`src/rtl/cfgs_pkg.sv`:
```
// Shared constants and types for the configuration image sequencer.
// Assumes a 16-bit command register with the opcode in the upper bits and
// the word address in the low bits.
package cfgs_pkg;
    localparam int WORD_W = 16;

    localparam logic [WORD_W-1:0] OP_LOAD   = 16'h8000;
    localparam logic [WORD_W-1:0] OP_STORE  = 16'h4000;
    localparam logic [WORD_W-1:0] OP_UNLOCK = 16'h3000;
    localparam logic [WORD_W-1:0] OP_LOCK   = 16'h1000;

    typedef enum logic [2:0] {
        S_IDLE, S_UNLOCK, S_LOAD_DATA, S_CMD, S_WAIT, S_LOCK, S_FIN
    } seq_state_t;

    typedef enum logic [1:0] {
        PH_UNLOCK, PH_WORD, PH_LOCK
    } wait_phase_t;
endpackage

```
`src/rtl/cfgs_poll.sv`:
```
// Completion poll timer.
// Samples the device completion flag only on tick pulses while waiting.
// It reports success, or expiry after POLL_LIMIT unanswered samples.
// Assumes arm is pulsed in the cycle the command is written.
module cfgs_poll #(
    parameter int POLL_LIMIT = 10
) (
    input  logic clk,
    input  logic rst_n,
    input  logic arm,
    input  logic waiting,
    input  logic tick,
    input  logic dev_done,
    output logic ok,
    output logic expire
);
    localparam int CW = $clog2(POLL_LIMIT + 1);
    localparam logic [CW-1:0] LAST_POLL = CW'(POLL_LIMIT - 1);

    logic [CW-1:0] polls;
    logic          sample;

    // a poll happens only on a tick while waiting
    assign sample = waiting && tick;
    assign ok     = sample && dev_done;
    assign expire = sample && !dev_done && (polls == LAST_POLL);

    // count unanswered polls since the last command
    always_ff @(posedge clk) begin
        if (!rst_n) begin
            polls <= '0;
        end else if (arm) begin
            polls <= '0;
        end else if (sample && !dev_done && polls != LAST_POLL) begin
            polls <= polls + 1'b1;
        end
    end

    // the poll count never passes the limit
    a_r8_poll_bound: assert property (@(posedge clk) disable iff (!rst_n)
        polls <= LAST_POLL);

    // polling stays frozen between ticks
    a_r8_no_tick_no_count: assert property (@(posedge clk) disable iff (!rst_n)
        (!tick && !arm) |=> $stable(polls));
endmodule

```
`src/rtl/cfgs_walk.sv`:
```
// Address walker.
// Steps through the configuration region and the checksum word, then jumps
// to the control region. It keeps the memory address and the buffer index.
// Assumes CFG_BEGIN < CFG_END < CTL_BEGIN < MAX_WORD. The walk never goes
// below CFG_BEGIN, so region membership needs only the upper bound.
module cfgs_walk #(
    parameter int CFG_BEGIN = 0,
    parameter int CFG_END   = 21,
    parameter int CTL_BEGIN = 22,
    parameter int MAX_WORD  = 64,
    localparam int AW       = $clog2(MAX_WORD)
) (
    input  logic          clk,
    input  logic          rst_n,
    input  logic          load,
    input  logic          step,
    output logic [AW-1:0] addr,
    output logic [AW-1:0] idx,
    output logic          in_cfg,
    output logic          at_ck,
    output logic          at_last
);
    localparam logic [AW-1:0] A_BEGIN = AW'(CFG_BEGIN);
    localparam logic [AW-1:0] A_CK    = AW'(CFG_END);
    localparam logic [AW-1:0] A_CTL   = AW'(CTL_BEGIN);
    localparam logic [AW-1:0] A_LAST  = AW'(MAX_WORD - 1);

    // region decode of the current address
    assign in_cfg  = addr < A_CK;
    assign at_ck   = addr == A_CK;
    assign at_last = addr == A_LAST;

    // advance address and buffer index, skipping the gap after the checksum
    always_ff @(posedge clk) begin
        if (!rst_n) begin
            addr <= '0;
            idx  <= '0;
        end else if (load) begin
            addr <= A_BEGIN;
            idx  <= '0;
        end else if (step) begin
            addr <= at_ck ? A_CTL : addr + 1'b1;
            idx  <= idx + 1'b1;
        end
    end

    // the walk never leaves the image
    a_r3_addr_range: assert property (@(posedge clk) disable iff (!rst_n)
        addr <= A_LAST);

    // after the checksum word the walk resumes at the control region
    a_r3_jump_ctl: assert property (@(posedge clk) disable iff (!rst_n)
        (step && at_ck && !load) |=> addr == A_CTL);
endmodule

```
`src/rtl/cfgs_sum.sv`:
```
// Checksum accumulator: a 16-bit wrap-around sum, cleared at pass start.
module cfgs_sum #(
    parameter int W = 16
) (
    input  logic         clk,
    input  logic         rst_n,
    input  logic         clr,
    input  logic         acc,
    input  logic [W-1:0] word,
    output logic [W-1:0] sum
);
    // accumulate summed words modulo 2^W
    always_ff @(posedge clk) begin
        if (!rst_n) begin
            sum <= '0;
        end else if (clr) begin
            sum <= '0;
        end else if (acc) begin
            sum <= sum + word;
        end
    end

    // the sum moves only when a word is accumulated
    a_r4_sum_hold: assert property (@(posedge clk) disable iff (!rst_n)
        (!clr && !acc) |=> $stable(sum));
endmodule

```
`src/rtl/cfgs_seq.sv`:
```
// Configuration image transfer sequencer (top).
// Runs a load pass (memory to buffer, sum reported) or a store pass
// (unlock, buffer to memory with the computed checksum inserted, lock).
// Assumes a buffer with combinational read, and a device that clears its
// completion flag when a command is written.
module cfgs_seq
    import cfgs_pkg::*;
#(
    parameter int CFG_BEGIN  = 0,
    parameter int CFG_END    = 21,
    parameter int CTL_BEGIN  = 22,
    parameter int MAX_WORD   = 64,
    parameter int POLL_LIMIT = 10,
    localparam int AW        = $clog2(MAX_WORD)
) (
    input  logic              clk,
    input  logic              rst_n,
    input  logic              tick_1ms,
    input  logic              start,
    input  logic              wr_mode,
    output logic              busy,
    output logic              done,
    output logic              timeout,
    output logic [WORD_W-1:0] checksum,
    output logic [AW-1:0]     buf_addr,
    input  logic [WORD_W-1:0] buf_rdata,
    output logic              buf_we,
    output logic [WORD_W-1:0] buf_wdata,
    output logic              nv_cmd_wr,
    output logic [WORD_W-1:0] nv_cmd,
    output logic              nv_data_wr,
    output logic [WORD_W-1:0] nv_wdata,
    input  logic [WORD_W-1:0] nv_rdata,
    input  logic              nv_done
);
    seq_state_t        state, state_n;
    wait_phase_t       phase, phase_n;
    logic              store_q;
    logic              tmo_q;
    logic              accept;
    logic              w_load, w_step, sum_acc;
    logic              poll_ok, poll_exp;
    logic [AW-1:0]     addr;
    logic              in_cfg, at_ck, at_last;
    logic [WORD_W-1:0] sum, sum_word;

    cfgs_walk #(
        .CFG_BEGIN (CFG_BEGIN),
        .CFG_END   (CFG_END),
        .CTL_BEGIN (CTL_BEGIN),
        .MAX_WORD  (MAX_WORD)
    ) u_walk (
        .clk     (clk),
        .rst_n   (rst_n),
        .load    (w_load),
        .step    (w_step),
        .addr    (addr),
        .idx     (buf_addr),
        .in_cfg  (in_cfg),
        .at_ck   (at_ck),
        .at_last (at_last)
    );

    cfgs_poll #(.POLL_LIMIT(POLL_LIMIT)) u_poll (
        .clk      (clk),
        .rst_n    (rst_n),
        .arm      (nv_cmd_wr),
        .waiting  (state == S_WAIT),
        .tick     (tick_1ms),
        .dev_done (nv_done),
        .ok       (poll_ok),
        .expire   (poll_exp)
    );

    cfgs_sum #(.W(WORD_W)) u_sum (
        .clk   (clk),
        .rst_n (rst_n),
        .clr   (accept),
        .acc   (sum_acc),
        .word  (sum_word),
        .sum   (sum)
    );

    assign busy      = state != S_IDLE;
    assign done      = state == S_FIN;
    assign timeout   = tmo_q;
    assign checksum  = sum;
    assign accept    = (state == S_IDLE) && start;
    assign buf_wdata = nv_rdata;
    assign sum_word  = (state == S_LOAD_DATA) ? buf_rdata : nv_rdata;
    assign w_load    = accept;

    // next-state, strobes and command formation
    always_comb begin
        state_n    = state;
        phase_n    = phase;
        nv_cmd_wr  = 1'b0;
        nv_cmd     = '0;
        nv_data_wr = 1'b0;
        nv_wdata   = '0;
        buf_we     = 1'b0;
        sum_acc    = 1'b0;
        w_step     = 1'b0;
        unique case (state)
            S_IDLE: begin
                if (start) state_n = wr_mode ? S_UNLOCK : S_CMD;
            end
            S_UNLOCK: begin
                nv_cmd_wr = 1'b1;
                nv_cmd    = OP_UNLOCK;
                phase_n   = PH_UNLOCK;
                state_n   = S_WAIT;
            end
            S_LOAD_DATA: begin
                nv_data_wr = 1'b1;
                nv_wdata   = at_ck ? sum : buf_rdata;
                sum_acc    = in_cfg;
                state_n    = S_CMD;
            end
            S_CMD: begin
                nv_cmd_wr = 1'b1;
                nv_cmd    = (store_q ? OP_STORE : OP_LOAD) | WORD_W'(addr);
                phase_n   = PH_WORD;
                state_n   = S_WAIT;
            end
            S_WAIT: begin
                if (poll_exp) begin
                    state_n = S_FIN;
                end else if (poll_ok) begin
                    unique case (phase)
                        PH_UNLOCK: state_n = S_LOAD_DATA;
                        PH_LOCK:   state_n = S_FIN;
                        default: begin
                            buf_we  = !store_q;
                            sum_acc = !store_q && in_cfg;
                            if (at_last) begin
                                state_n = store_q ? S_LOCK : S_FIN;
                            end else begin
                                w_step  = 1'b1;
                                state_n = store_q ? S_LOAD_DATA : S_CMD;
                            end
                        end
                    endcase
                end
            end
            S_LOCK: begin
                nv_cmd_wr = 1'b1;
                nv_cmd    = OP_LOCK;
                phase_n   = PH_LOCK;
                state_n   = S_WAIT;
            end
            default: state_n = S_IDLE;
        endcase
    end

    // state, wait phase, pass direction and timeout flag
    always_ff @(posedge clk) begin
        if (!rst_n) begin
            state   <= S_IDLE;
            phase   <= PH_WORD;
            store_q <= 1'b0;
            tmo_q   <= 1'b0;
        end else begin
            state <= state_n;
            phase <= phase_n;
            if (accept) begin
                store_q <= wr_mode;
                tmo_q   <= 1'b0;
            end else if (state == S_WAIT && poll_exp) begin
                tmo_q <= 1'b1;
            end
        end
    end

    // a data load is always followed at once by a store command
    a_r6_data_then_store: assert property (@(posedge clk) disable iff (!rst_n)
        nv_data_wr |=> (nv_cmd_wr && nv_cmd[15:12] == OP_STORE[15:12]));

    // done lasts one cycle and ends the pass
    a_r10_done_pulse: assert property (@(posedge clk) disable iff (!rst_n)
        done |=> (!done && !busy));

    // busy holds until done
    a_r9_busy_hold: assert property (@(posedge clk) disable iff (!rst_n)
        (busy && !done) |=> busy);

    // the buffer is written only by load passes
    a_r3_buf_we_load_only: assert property (@(posedge clk) disable iff (!rst_n)
        buf_we |-> !store_q);

    // at most one register strobe per cycle
    a_r2_one_strobe: assert property (@(posedge clk) disable iff (!rst_n)
        $onehot0({nv_cmd_wr, nv_data_wr, buf_we}));
endmodule

```
`config.mk`:
```
export PLATFORM = sky130hd
export DESIGN_NAME = cfgs_seq
export DESIGN_NICKNAME = d
export VERILOG_FILES = /design/src/rtl/cfgs_pkg.sv /design/src/rtl/cfgs_poll.sv /design/src/rtl/cfgs_walk.sv /design/src/rtl/cfgs_sum.sv /design/src/rtl/cfgs_seq.sv
export SDC_FILE = /design/constraint.sdc
export NUM_CORES = 1
export LEC_CHECK = 0
export ABC_CLOCK_PERIOD_IN_PS = 3400
export BUFFER_PORTS_ARGS = -buffer_cell sky130_fd_sc_hd__buf_2
export CAP_MARGIN = 20
export CORE_MARGIN = 2
export CORE_UTILIZATION = 30
export DETAILED_ROUTE_END_ITERATION = 16
export HOLD_SLACK_MARGIN = 0.15
export PLACE_DENSITY = 0.63
export REMOVE_ABC_BUFFERS = 1
export SLEW_MARGIN = 20
export SYNTH_ARGS = -nofsm -noshare
export SYNTH_HDL_FRONTEND = slang
export SYNTH_SLANG_ARGS = --single-unit
```
`constraint.sdc`:
```
create_clock -name clk -period 3.4 [get_ports clk]
set_input_delay 0.68 -clock clk [delete_from_list [all_inputs] [get_ports clk]]
set_output_delay 0.68 -clock clk [all_outputs]
set_load 0.01 [all_outputs]
```
==> reports/metrics.cfg <==
[status]
status=completed

[cts]
numCtsBuffers=5
cts_tree=done
cts_buffer_depth=2
worstSkewPairLatency_ns=0.29
clkTransAtPathRegs_ns=0.08
cts_setup_buffers=0
h-tree-depth=2
clock-sinks=39
cts_root_buf=clkbuf_8

[final_layout]
area_growth_pct=20.4
seq_area_sq_um=781
drive_gt1_share_pct=25.0
antenna_cells=0
fin_nets=589
multi_input_area_sq_um=2060
layout_common_cells=buf_2, nand2_1, nor2_1
fill_cells=1126
layout_commonest_cell=buf_2

[pwr]
p_per_area_nw_per_um2=344
p_leak_uw=0.00195
ir_drop_uv=173

[detailed_routing]
met2WireLength_microns=4010
drtIter0Drc=123
wl_met3_microns=432
m1WireLength_microns=3890
first_pass_iters=4
avgViaCountPerCell=4.79
vias=3183
wire_per_inst_microns=12.6
topRoutingLayerUsed=met4
drc_errors=0
ant_nets=0
routed_wl_microns=8380

[synth]
synth_area_leader_cell=dfxtp_1
synth_edf_count=0
syn_avg_cell_area_sq_um=7.07
netlist_top_cells_area=dfxtp_1, nand2_1, ha_1, a21oi_1, nor2_1
yosys_warnings=0
yosysSeqAreaShare_pct=25.0
ys_seq_elements=39
synthesis.area_sq_um=3120
synthDistinctLibCells=53
synthFlopType=dfxtp_1
synthCells=441
yosys.area.top_type_share_pct=25.0
async_flop_share_pct=0

[critical_path]
crit_start=state[1]$_SDFFE_PN0P_
cp.required_ns=3.56
critPathMaxFanout=17
reg2reg_slack_ns=0.32
criticalPathCategory=register to register
rr_endpoint=u_sum.sum[10]$_SDFFE_PP0P_
r2r_start=state[1]$_SDFFE_PN0P_
cp-endpoint=u_sum.sum[10]$_SDFFE_PP0P_
cp.arrival_ns=3.24
crit_path_end_kind=register
reg2reg_depth=13
start_kind=register

[placement]
hpwl_microns=6380
place.gp.congestion=0.864
dp_slack_ns=0.0477
port_buffers=107

[sta]
whs_ns=0.454
period_share_pct=90.6
min_period_ns=3.08
maxSlewHeadroom_pct=53.9
worst_slack_ns=0.321
hold_viol_final=0
clock_skew_ns=0.00645
fmax_ghz=0.325
drv_slew=0
tightest_slew_ns=0.691
setup_viol=0
grt_setup_unrepaired=no
timing.setup.tns_ns=0

[global_route]
grt_pass1_wl_microns=14200
grt_pass1_vias=3066
grt_start_max_net_pins=30
grt_usage_pct=15.1
antenna_found_initial=0
overflow=0

[hold_path]
hp-class=register to register

[die]
pin_count=114
die_x_microns=106
die_area_sq_um=11200
rows=37
initial_core_util_pct=30.5
die_height_microns=106
core_area_sq_um=10200

[run]
cap_violations=0

==> registers in the layout, summed over array words and instances (netlist names) <==
signal and flops:
phase 2, state 3, store_q 1, timeout 1
u_poll.polls 4, u_sum.sum 16, u_walk.addr 6, u_walk.idx 6
==> area by class of cell <==
| cell class | instances | area share, % |
|---|---|---|
| clock inverter | 2 | 0.333 |
| clock buffer | 6 | 1.93 |
| tap | 136 | 4.53 |
| multi-input combinational | 353 | 54.9 |
| sequential | 39 | 20.8 |
| timing repair buffer | 117 | 16.3 |
| inverter | 11 | 1.23 |
==> stage by stage <==
step / std cells / cell area, sq um / util [%] / total power, uW
floorplan: 403 / 2880 / - / 819
detailed placement: 656 / 3660 / 35.8 / 987
global placement: 656 / 3660 / 35.8 / 981
CTS: 664 / 3750 / 36.7 / 1310
finish: 664 / 3750 / 36.7 / 1290
global route: 664 / 3750 / 36.7 / 1390
==> cells by family after synthesis <==
kind of cell	synth area share, %
fa+ha+maj	9.87
flops	25.0
mux	3.57
simple gates	29.4
xor+xnor	5.33
buf+inv	9.71
compound gates	17.0
other cells	0.120
==> cell usage after synthesis (2+ instances only) <==
master / count
mux2i_1: 10
nand2b_1: 2
a21oi_1: 45
buf_2: 4
dfxtp_1: 39
ha_1: 23
buf_4: 22
a211oi_1: 2
nand3_1: 13
and2_1: 3
o21ai_0: 13
nand4_1: 4
a31oi_1: 2
o211ai_1: 2
nor2b_1: 10
xnor2_1: 10
nor3_1: 7
nand2_1: 102
nor2_1: 46
a221o_1: 2
or3_1: 3
o21a_1: 2
o21bai_1: 2
clkbuf_1: 15
xor2_1: 9
inv_1: 9
a21o_1: 6
and3_1: 9
==> where the power goes <==
group / leakage (uW) / switching (uW) / internal [uW]
clock network: 0.0000412 / 172 / 144
registers: 0.000316 / 23.6 / 480
logic: 0.00160 / 282 / 193
total: 0.00195 / 477 / 817
==> worst max-delay path, stage by stage, from the launching register on <==
cell      delay [ns]
dfxtp_1         0.35
inv_2           0.07
or3_4           0.45
nand2_1         0.10
nand2_1         0.06
ha_1            0.20
fa_1            0.40
a21oi_1         0.19
o21ai_0         0.19
a221oi_1        0.41
o21ai_0         0.18
xor2_1          0.16
mux2i_1         0.13
nor2_1          0.05
==> repair_timing <==
item / CTS / global route
resized for setup: 1 / 0
setup endpoints to repair: 1 / 0
hold buffers: 0 / 0
hold endpoints to repair: 0 / 0
==> worst min path at each step <==
stage,start,end,depth (start not counted)
3_5_place_dp,timeout$_SDFFE_PP0P_,timeout$_SDFFE_PP0P_,2
2_1_floorplan,u_poll.polls[2]$_SDFFE_PP0P_,u_poll.polls[2]$_SDFFE_PP0P_,2
4_1_cts,timeout$_SDFFE_PP0P_,timeout$_SDFFE_PP0P_,2
3_3_place_gp,timeout$_SDFFE_PP0P_,timeout$_SDFFE_PP0P_,2
6_report,timeout$_SDFFE_PP0P_,timeout$_SDFFE_PP0P_,2
5_1_grt,timeout$_SDFFE_PP0P_,timeout$_SDFFE_PP0P_,2
==> routing by layer <==
layer	vias up	track usage, %
met3	5	2.76
met4	0	2.63
li1	1647	-
met2	82	27.2
met5	-	0
met1	1449	19.0
No activity file was read; power rests on OpenSTA's default activity.
